<file path="config.mk">
export PLATFORM = sky130hd
export DESIGN_NAME = sysctl_bank
export DESIGN_NICKNAME = d
export VERILOG_FILES = /design/src/rtl/sysctl_pkg.sv /design/src/rtl/sysctl_decode.sv /design/src/rtl/sysctl_ctrl.sv /design/src/rtl/sysctl_rdmux.sv /design/src/rtl/sysctl_bank.sv
export SDC_FILE = /design/constraint.sdc
export NUM_CORES = 1
export LEC_CHECK = 0
export CAP_MARGIN = 25
export CELL_PAD_IN_SITES_DETAIL_PLACEMENT = 0
export CELL_PAD_IN_SITES_GLOBAL_PLACEMENT = 1
export CORE_MARGIN = 5
export CORE_UTILIZATION = 31
export CTS_CLUSTER_DIAMETER = 80
export DETAILED_ROUTE_END_ITERATION = 8
export PLACE_DENSITY_LB_ADDON = 0.1
export SLEW_MARGIN = 20
export SYNTH_ARGS = -nofsm -noshare
export SYNTH_HDL_FRONTEND = slang
export SYNTH_HIERARCHICAL = 1
export SYNTH_SLANG_ARGS = --single-unit
export TNS_END_PERCENT = 1
</file>
<file path="constraint.sdc">
create_clock -name clk -period 3 [get_ports clk]
set_input_delay 0.6 -clock clk [delete_from_list [all_inputs] [get_ports clk]]
set_output_delay 0.6 -clock clk [all_outputs]
set_load 0.05 [all_outputs]
</file>
<file path="src/rtl/sysctl_pkg.sv">
package sysctl_pkg;

    typedef enum logic [3:0] {
        K_NONE,
        K_RSTEND,
        K_IDENT,
        K_IDENT_X,
        K_LIGHT,
        K_LOCK1,
        K_LOCK2,
        K_INVAL,
        K_SYSCTL,
        K_MAPMODE,
        K_HOLE
    } port_kind_e;

    localparam int NUM_LOCK = 2;

    localparam int OFF_CPUCFG    = 'h00;
    localparam int OFF_FEAT      = 'h02;
    localparam int OFF_STAT      = 'h03;
    localparam int OFF_LIGHT     = 'h08;
    localparam int OFF_EQUIP     = 'h0C;
    localparam int OFF_LOCK1     = 'h10;
    localparam int OFF_LOCK2     = 'h12;
    localparam int OFF_INVAL     = 'h14;
    localparam int OFF_KEYLOCK   = 'h18;
    localparam int OFF_SYSCTL    = 'h1C;
    localparam int OFF_CACHEINFO = 'h23;
    localparam int OFF_MAPMODE   = 'h50;

    function automatic logic [7:0] ident_byte(input logic [7:0] off);
        case (off)
            8'h00:   return 8'hEF;
            8'h02:   return 8'hAD;
            8'h03:   return 8'hE0;
            8'h0C:   return 8'h3C;
            8'h10:   return 8'h39;
            8'h18:   return 8'h00;
            8'h23:   return 8'h03;
            default: return 8'hFF;
        endcase
    endfunction

    function automatic port_kind_e lock_kind(input int ch);
        return (ch == 0) ? K_LOCK1 : K_LOCK2;
    endfunction

endpackage

</file>
<file path="src/rtl/sysctl_decode.sv">
module sysctl_decode
    import sysctl_pkg::*;
#(
    parameter int                ADDR_W      = 16,
    parameter logic [ADDR_W-1:0] WIN_BASE    = 'h800,
    parameter int                WIN_SPAN    = 'h52,
    parameter logic [ADDR_W-1:0] RSTEND_PORT = 'h92
) (
    input  logic [ADDR_W-1:0] addr,
    output port_kind_e        kind,
    output logic [7:0]        off
);
    localparam logic [ADDR_W-1:0] WIN_END = WIN_BASE + ADDR_W'(WIN_SPAN);

    logic [ADDR_W-1:0] rel;
    logic              in_win;

    assign rel    = addr - WIN_BASE;
    assign off    = rel[7:0];
    assign in_win = (addr >= WIN_BASE) && (addr < WIN_END);

    always_comb begin
        kind = K_NONE;
        if (addr == RSTEND_PORT) begin
            kind = K_RSTEND;
        end else if (in_win) begin
            unique case (rel)
                ADDR_W'(OFF_CPUCFG),
                ADDR_W'(OFF_FEAT),
                ADDR_W'(OFF_STAT):      kind = K_IDENT;
                ADDR_W'(OFF_EQUIP),
                ADDR_W'(OFF_KEYLOCK),
                ADDR_W'(OFF_CACHEINFO): kind = K_IDENT_X;
                ADDR_W'(OFF_LIGHT):     kind = K_LIGHT;
                ADDR_W'(OFF_LOCK1):     kind = K_LOCK1;
                ADDR_W'(OFF_LOCK2):     kind = K_LOCK2;
                ADDR_W'(OFF_INVAL):     kind = K_INVAL;
                ADDR_W'(OFF_SYSCTL):    kind = K_SYSCTL;
                ADDR_W'(OFF_MAPMODE):   kind = K_MAPMODE;
                default:                kind = K_HOLE;
            endcase
        end
    end

endmodule

</file>
<file path="src/rtl/sysctl_ctrl.sv">
module sysctl_ctrl
    import sysctl_pkg::*;
(
    input  logic                clk,
    input  logic                rst_n,
    input  logic                wr_en,
    input  port_kind_e          kind,
    input  logic [3:0]          wdata,
    output logic                cpu_reset,
    output logic                little_endian,
    output logic                light_on,
    output logic                map_mode,
    output logic [3:0]          sys_nib,
    output logic [NUM_LOCK-1:0] lock_pulse,
    output logic                wr_err
);
    logic [NUM_LOCK-1:0] hit;

    for (genvar c = 0; c < NUM_LOCK; c++) begin : g_lock
        assign hit[c] = wr_en && (kind == lock_kind(c));
    end

    always_ff @(posedge clk) begin
        if (!rst_n) begin
            cpu_reset     <= 1'b0;
            little_endian <= 1'b0;
            light_on      <= 1'b0;
            map_mode      <= 1'b0;
            sys_nib       <= 4'h0;
            lock_pulse    <= '0;
            wr_err        <= 1'b0;
        end else begin
            lock_pulse <= hit;
            wr_err     <= 1'b0;
            if (wr_en) begin
                unique case (kind)
                    K_RSTEND: begin
                        cpu_reset     <= wdata[0];
                        little_endian <= wdata[1];
                    end
                    K_LIGHT:           light_on <= wdata[0];
                    K_SYSCTL:          sys_nib  <= wdata;
                    K_MAPMODE:         map_mode <= wdata[0];
                    K_HOLE, K_IDENT_X: wr_err   <= 1'b1;
                    default: ;
                endcase
            end
        end
    end


    rstend_follow_chk: assert property (@(posedge clk) disable iff (!rst_n)
        (wr_en && kind == K_RSTEND) |=>
            (cpu_reset == $past(wdata[0]) && little_endian == $past(wdata[1])));


    lock_excl_chk: assert property (@(posedge clk) disable iff (!rst_n)
        $onehot0(lock_pulse));


    lock_cause_chk: assert property (@(posedge clk) disable iff (!rst_n)
        (lock_pulse != '0) |-> $past(wr_en));


    err_cause_chk: assert property (@(posedge clk) disable iff (!rst_n)
        wr_err |-> $past(wr_en));


    nib_hold_chk: assert property (@(posedge clk) disable iff (!rst_n)
        !(wr_en && kind == K_SYSCTL) |=> $stable(sys_nib));

endmodule

</file>
<file path="src/rtl/sysctl_rdmux.sv">
module sysctl_rdmux
    import sysctl_pkg::*;
(
    input  logic       clk,
    input  logic       rst_n,
    input  logic       rd_en,
    input  port_kind_e kind,
    input  logic [7:0] off,
    input  logic       little_endian,
    input  logic       map_mode,
    input  logic [3:0] sys_nib,
    output logic [7:0] rd_data
);
    logic [7:0] rd_next;

    always_comb begin
        unique case (kind)
            K_RSTEND:                   rd_next = {6'b0, little_endian, 1'b0};
            K_IDENT, K_IDENT_X, K_LOCK1: rd_next = ident_byte(off);
            K_SYSCTL:                   rd_next = {4'b0, sys_nib};
            K_MAPMODE:                  rd_next = {7'b0, map_mode};
            default:                    rd_next = 8'hFF;
        endcase
    end

    always_ff @(posedge clk) begin
        if (!rst_n) begin
            rd_data <= 8'h00;
        end else if (rd_en) begin
            rd_data <= rd_next;
        end
    end


    rd_hold_chk: assert property (@(posedge clk) disable iff (!rst_n)
        !rd_en |=> $stable(rd_data));


    rd_nib_top_chk: assert property (@(posedge clk) disable iff (!rst_n)
        (rd_en && kind == K_SYSCTL) |=> (rd_data[7:4] == 4'h0));


    rd_rstend_chk: assert property (@(posedge clk) disable iff (!rst_n)
        (rd_en && kind == K_RSTEND) |=> (rd_data[7:2] == 6'h0 && rd_data[0] == 1'b0));

endmodule

</file>
<file path="src/rtl/sysctl_bank.sv">
module sysctl_bank
    import sysctl_pkg::*;
#(
    parameter int                ADDR_W      = 16,
    parameter logic [ADDR_W-1:0] WIN_BASE    = 'h800,
    parameter int                WIN_SPAN    = 'h52,
    parameter logic [ADDR_W-1:0] RSTEND_PORT = 'h92
) (
    input  logic                clk,
    input  logic                rst_n,
    input  logic [ADDR_W-1:0]   io_addr,
    input  logic [7:0]          io_wdata,
    input  logic                io_rd,
    input  logic                io_wr,
    output logic [7:0]          io_rdata,
    output logic                cpu_reset,
    output logic                little_endian,
    output logic                map_mode,
    output logic                light_on,
    output logic [NUM_LOCK-1:0] lock_pulse,
    output logic                wr_err
);
    port_kind_e kind;
    logic [7:0] off;
    logic [3:0] sys_nib;

    sysctl_decode #(
        .ADDR_W      (ADDR_W),
        .WIN_BASE    (WIN_BASE),
        .WIN_SPAN    (WIN_SPAN),
        .RSTEND_PORT (RSTEND_PORT)
    ) u_decode (
        .addr (io_addr),
        .kind (kind),
        .off  (off)
    );

    sysctl_ctrl u_ctrl (
        .clk           (clk),
        .rst_n         (rst_n),
        .wr_en         (io_wr),
        .kind          (kind),
        .wdata         (io_wdata[3:0]),
        .cpu_reset     (cpu_reset),
        .little_endian (little_endian),
        .light_on      (light_on),
        .map_mode      (map_mode),
        .sys_nib       (sys_nib),
        .lock_pulse    (lock_pulse),
        .wr_err        (wr_err)
    );

    sysctl_rdmux u_rdmux (
        .clk           (clk),
        .rst_n         (rst_n),
        .rd_en         (io_rd),
        .kind          (kind),
        .off           (off),
        .little_endian (little_endian),
        .map_mode      (map_mode),
        .sys_nib       (sys_nib),
        .rd_data       (io_rdata)
    );


    ignored_write_chk: assert property (@(posedge clk) disable iff (!rst_n)
        (io_wr && (kind == K_INVAL || kind == K_IDENT || kind == K_NONE)) |=>
            (!wr_err && lock_pulse == '0 && $stable(map_mode) && $stable(light_on)
             && $stable(cpu_reset) && $stable(little_endian)));

endmodule

</file>
Word-level counts from Yosys, hierarchy flattened
Cells that the tools add are included.

storage, ports and cells
  register bits after elaboration = 19
  bits of input ports = 28
  output and inout port bits = 15
  logic and storage cells = 58

operators by class
  add/subtract/negate cells = 1
  magnitude comparators = 2
  equality and inequality tests = 27
  muxes and demuxes = 6
  reduce and logical (&&, ||, !) cells = 14

operator list
  kind                    number
  $eq 16x5->1 const B     5
  $pmux 8 s7              1
  $eq 16x2->1 const B     2
  $eq 16x4->1 const B     2
  $pmux 4 s8              1
  $pmux 8 s4              1
  $eq 16x6->1 const B     1
  $eq 16x7->1 const B     1
  $eq 16x8->1 const B     1
  $eq 8x2->1 const B      2
  $eq 8x5->1 const B      2
  $ge 16x12->1 const B    1
  $logic_not 16->1        1
  $lt 16x12->1 const B    1
  $sub 16x12->16 const B  1
  $eq 4x3->1 const B      3
  $eq 4x4->1 const B      3
  $reduce_and 2->1        5
  $reduce_or 3->1         3
  $eq 4x2->1 const B      2
  $eq 8x4->1 const B      1
  $eq 8x6->1 const B      1
  $logic_not 8->1         1
  $mux 4                  2
  4 further kinds         6

Longest topological paths before layout
  depth after elaboration = 9
  depth in mapped cells = 12
  mapped depth without buffers = 12

Hierarchy
Netlist, hierarchy kept.

modules (own cells, without submodules)
  module         instances  cells an instance  area each (µm²)  seq. area each (µm²)
  sysctl_rdmux   1          74                 605.6            160.2
  sysctl_ctrl    1          45                 446.7            220.2
  sysctl_decode  1          63                 427.9            0.0

Worst setup path after synthesis
Ideal clock, no wire load.

  kind = input to register
  start point = input port io_addr[2]
  end point = register u_rdmux.rd_data[3]
  setup time = 74 ps
  arrival = 3062 ps
  data required time = 2926 ps
  setup slack = -137 ps
  stages on the path = 11
  buffers on the path = 1
  path through = buf_4 o31a_1 o21ai_0 nand3_1 a2111oi_2 a21boi_1 or3b_1 nor2_2 and2_1 o221ai_1 a31oi_1

on the way
  longest elaborated chain between the ends = 9
  elaborated cells on any way between the ends = 38
  classes of those cells = add/sub (1); order compare (2); eq/ne (24); mux (5); reduce/logical (6)

RTL lines
  what                                             RTL line             source
  start: declaration                               sysctl_bank.sv:11    input logic [ADDR_W-1:0] io_addr,
  $sub 16x12->16                                   sysctl_decode.sv:18  assign rel = addr - WIN_BASE;
  $eq 16x4->1, or another cell as far along        sysctl_decode.sv:27  unique case (rel)
  $reduce_or 3->1                                  sysctl_decode.sv:27
  $pmux 4 s8                                       sysctl_decode.sv:27
  $mux 4                                           sysctl_decode.sv:26  end else if (in_win) begin
  $mux 4 *                                         sysctl_decode.sv:24  if (addr == RSTEND_PORT) begin
  net kind[3]                                      sysctl_bank.sv:23    port_kind_e kind;
  $eq 4x2->1 / $eq 4x3->1 (equally long branches)  -
  $reduce_or 3->1                                  sysctl_rdmux.sv:17   unique case (kind)
  $pmux 8 s4 *                                     sysctl_rdmux.sv:17
  end signal: assignment                           sysctl_rdmux.sv:30   rd_data <= rd_next;
  end: declaration                                 sysctl_rdmux.sv:12   output logic [7:0] rd_data

The timed path passes the listed nets; every way through them passes the cells marked *.
A chain may end at the register's enable or synchronous reset.

Worst setup path in the final report
  start point = input port io_addr[3]
  end point = register u_rdmux.rd_data[2]

Same word-level chain as after synthesis.

==> flow_metrics.env <==
export IMPL_rows=25
export IMPL_max_stage_delay_ns=0.42
export IMPL_grt_overflow=0
export IMPL_clockBufferDepth=2
export IMPL_nNetsFinal=286
export IMPL_r2r_cells=5
export IMPL_cp_slowest_cell="a2111oi_4"
export IMPL_hold_path_class="flip-flop to flip-flop"
export IMPL_ant_nets=0
export IMPL_fp_dieH_um=79.10
export IMPL_grt_pass1_vias=1640
export IMPL_finalClockSkew_ns=0.005002
export IMPL_synth_cells=182
export IMPL_slew_viol_final=0
export IMPL_setup_viol=0
export IMPL_cts_made_buffers=3
export IMPL_gp_congestion=0.7840
export IMPL_synth_nets=212
export IMPL_path_cells="dlygate4sd2_1, nand2b_1, or3_4, o31ai_4, o2111ai_2, a2111oi_4, buf_4, buf_8, o211ai_1, a21o_1, o211ai_1, a31oi_1"
export IMPL_r2r_start="u_ctrl/little_endian"
export IMPL_final_common_cell="buf_4"
export IMPL_drive_above_1_share_pct=34.51
export IMPL_critPathKind="input pin to flip-flop"
export IMPL_status="completed"
export IMPL_clock_sinks=19
export IMPL_core_sq_um=4692
export IMPL_insertedDiodeCount=0
export IMPL_drt_wirelength_per_cell_um=14.87
export IMPL_htreeDepth=1
export IMPL_root_buffer="clkbuf_8"
export IMPL_leakage_nw=0.9431
export IMPL_r2r_end="u_rdmux/rd_data[1]"
export IMPL_clk_pin_slew_ns=0.07
export IMPL_clk_latency_ns=0.26
export IMPL_via_per_inst=5.359
export IMPL_fmax_mhz=342.3
export IMPL_hold_viol_final=0
export IMPL_maxCapViolations=0
export IMPL_layout_common_cells="buf_4 (37), clkdlybuf4s50_1 (26), nand2_1 (19), dfxtp_1 (19), nor2_1 (17)"
export IMPL_synth_main_ff_cell="dfxtp_1"
export IMPL_grt_first_pass_wirelength_mm=7.403
export IMPL_crit_top_cell="o211ai_1"
export IMPL_ys_async_sr_fraction_pct=0
export IMPL_regToRegSetupSlack_ns=1.77
export IMPL_ys_ff_latch=19
export IMPL_period_minus_slack_ns=2.921
export IMPL_drc=0
export IMPL_initial_utilization_pct=31.55
export IMPL_crit_arrival_ns=3.06
export IMPL_vias=1656
export IMPL_cp_max_fo=12
export IMPL_ys_warn_count=6
export IMPL_dp_hpwl_mm=3.298
export IMPL_io_pins=43
export IMPL_cp_endpoint="u_rdmux/rd_data[2]"
export IMPL_dr_pass1_iters=4
export IMPL_die_area_sq_um=6257
export IMPL_synth_edff_count=0
export IMPL_slew_headroom_pct=66.62
export IMPL_grt_max_degree=23
export IMPL_die_w_um=79.10
export IMPL_tightest_slew_ns=0.4992
export IMPL_cp_startpoint="io_addr[3]"
export IMPL_rsz0062_at_grt="true"
export IMPL_synth_seq_area_share_pct=25.70
export IMPL_powerDensity_nw_per_um2=257.8
export IMPL_endpoint_kind="flip-flop"
export IMPL_antenna_found_initial=0
export IMPL_io_buffer_count=38
export IMPL_vdd_drop_max_mv=0.2021
export IMPL_ys_types=59
export IMPL_grtUsageTotal_pct=14.49
export IMPL_fin_util_pct=51.12
export IMPL_syn_area_sq_um=1480
export IMPL_finalCritPeriodShare_pct=97.38
export IMPL_setup_worst_path_start_class="input pin"
export IMPL_critPathRequiredTime_ns=3.14
export IMPL_syn_mean_instance_area_sq_um=8.133
export IMPL_total_power_w=0.0006184
export IMPL_drtIter0Drc=72
export IMPL_area_growth_pct=62.05
export IMPL_cts_tree="built"
export IMPL_wl_mm=4.596
-- repair_timing --
item	CTS	global route
pin swaps	17	14
hold buffers	0	0
buffers inserted	5	6
endpoints found under the setup margin	11	8
gates resized for setup	31	24
gates cloned	0	0
-- layer usage --
layer	part of all wire (%)	vias to the layer above	GRT usage [%]
met1	43	790	17.53
met5	0	-	0
met4	0.70	0	4.467
li1	-	822	-
met3	4.8	2	3.401
met2	52	42	25.25
-- final cells by class --
cell class                      count  area [sq um]
Clock buffer                        3         41.29
Clock inverter                      1         5.005
Fill cell                         452          2293
Inverter                            3         11.26
Multi-Input combinational cell    146          1145
Sequential cell                    19         380.4
Tap cell                           54         67.56
Timing Repair Buffer               83         748.2
-- how the worst min path moves through the flow --
stage | startpoint | endpoint | slack, ns | cells past startpoint
after floorplan | u_ctrl/sys_nib[3] | u_ctrl/sys_nib[3] | 0.43 | 2
after global placement | u_ctrl/sys_nib[0] | u_ctrl/sys_nib[0] | 0.44 | 2
after detailed placement | u_ctrl/sys_nib[0] | u_ctrl/sys_nib[0] | 0.45 | 2
after CTS | u_ctrl/sys_nib[0] | u_ctrl/sys_nib[0] | 0.46 | 2
after global routing | u_ctrl/little_endian | u_ctrl/little_endian | 0.52 | 2
final | u_ctrl/sys_nib[1] | u_ctrl/sys_nib[1] | 0.46 | 2
-- registers in the layout, indices dropped and copies added (netlist names) --
| name | cells |
|---|---|
| u_rdmux/rd_data | 8 |
| u_ctrl/sys_nib | 4 |
| u_ctrl/lock_pulse | 2 |
| u_ctrl/cpu_reset | 1 |
| u_ctrl/light_on | 1 |
| u_ctrl/little_endian | 1 |
| u_ctrl/map_mode | 1 |
| u_ctrl/wr_err | 1 |
-- worst max-delay path, delay by kind of cell --
family	cells	cell delay, ns
buf+inv	3	0.58
compound gates	7	1.35
simple gates	2	0.54
-- cells by family after synthesis --
logic type	after synthesis	share of synthesized area [%]
DFF	19	25.70
xor gates and xnor gates	3	1.775
buffers and inverters	17	7.523
and+or+nand+nor	84	32.71
muxes	8	5.410
AOI/OAI and AO/OA	49	25.19
adders and majority gates	2	1.690
-- cells in the mapped netlist (4+ instances only) --
cell      number  share of area [%]
o21ai_0        8                2.7
nand3b_1       4                2.0
a21oi_1        9                3.0
mux2i_1        8                5.4
dfxtp_1       19                 26
o211ai_1       4                2.0
buf_4         10                5.1
nor3_1         6                2.0
a31oi_1        5                2.1
nor2_1        21                5.3
nand2_1       19                4.8
-- power by group --
part,switching [W],internal (W),leakage [nW],total (W)
Combinational,0.0000960,0.0000806,0.762,0.000177
Sequential,0.00000432,0.000260,0.156,0.000264
Clock,0.0000853,0.0000923,0.0255,0.000178
-- through the flow --
step	instance area, sq um	setup TNS (ns)	setup WS (ns)	hold WS [ns]	instances
after floorplan	1484	-0.05034	-0.05034	0.4301	182
after global placement	2087	-4.225	-0.4179	0.4442	294
after detailed placement	2087	-5.134	-0.4809	0.4512	294
after CTS	2261	0	0.03662	0.4613	303
after global routing	2399	-0.2482	-0.08918	0.5174	309
final	2399	0	0.07868	0.4639	309
No activity file was read; power rests on OpenSTA's default activity.
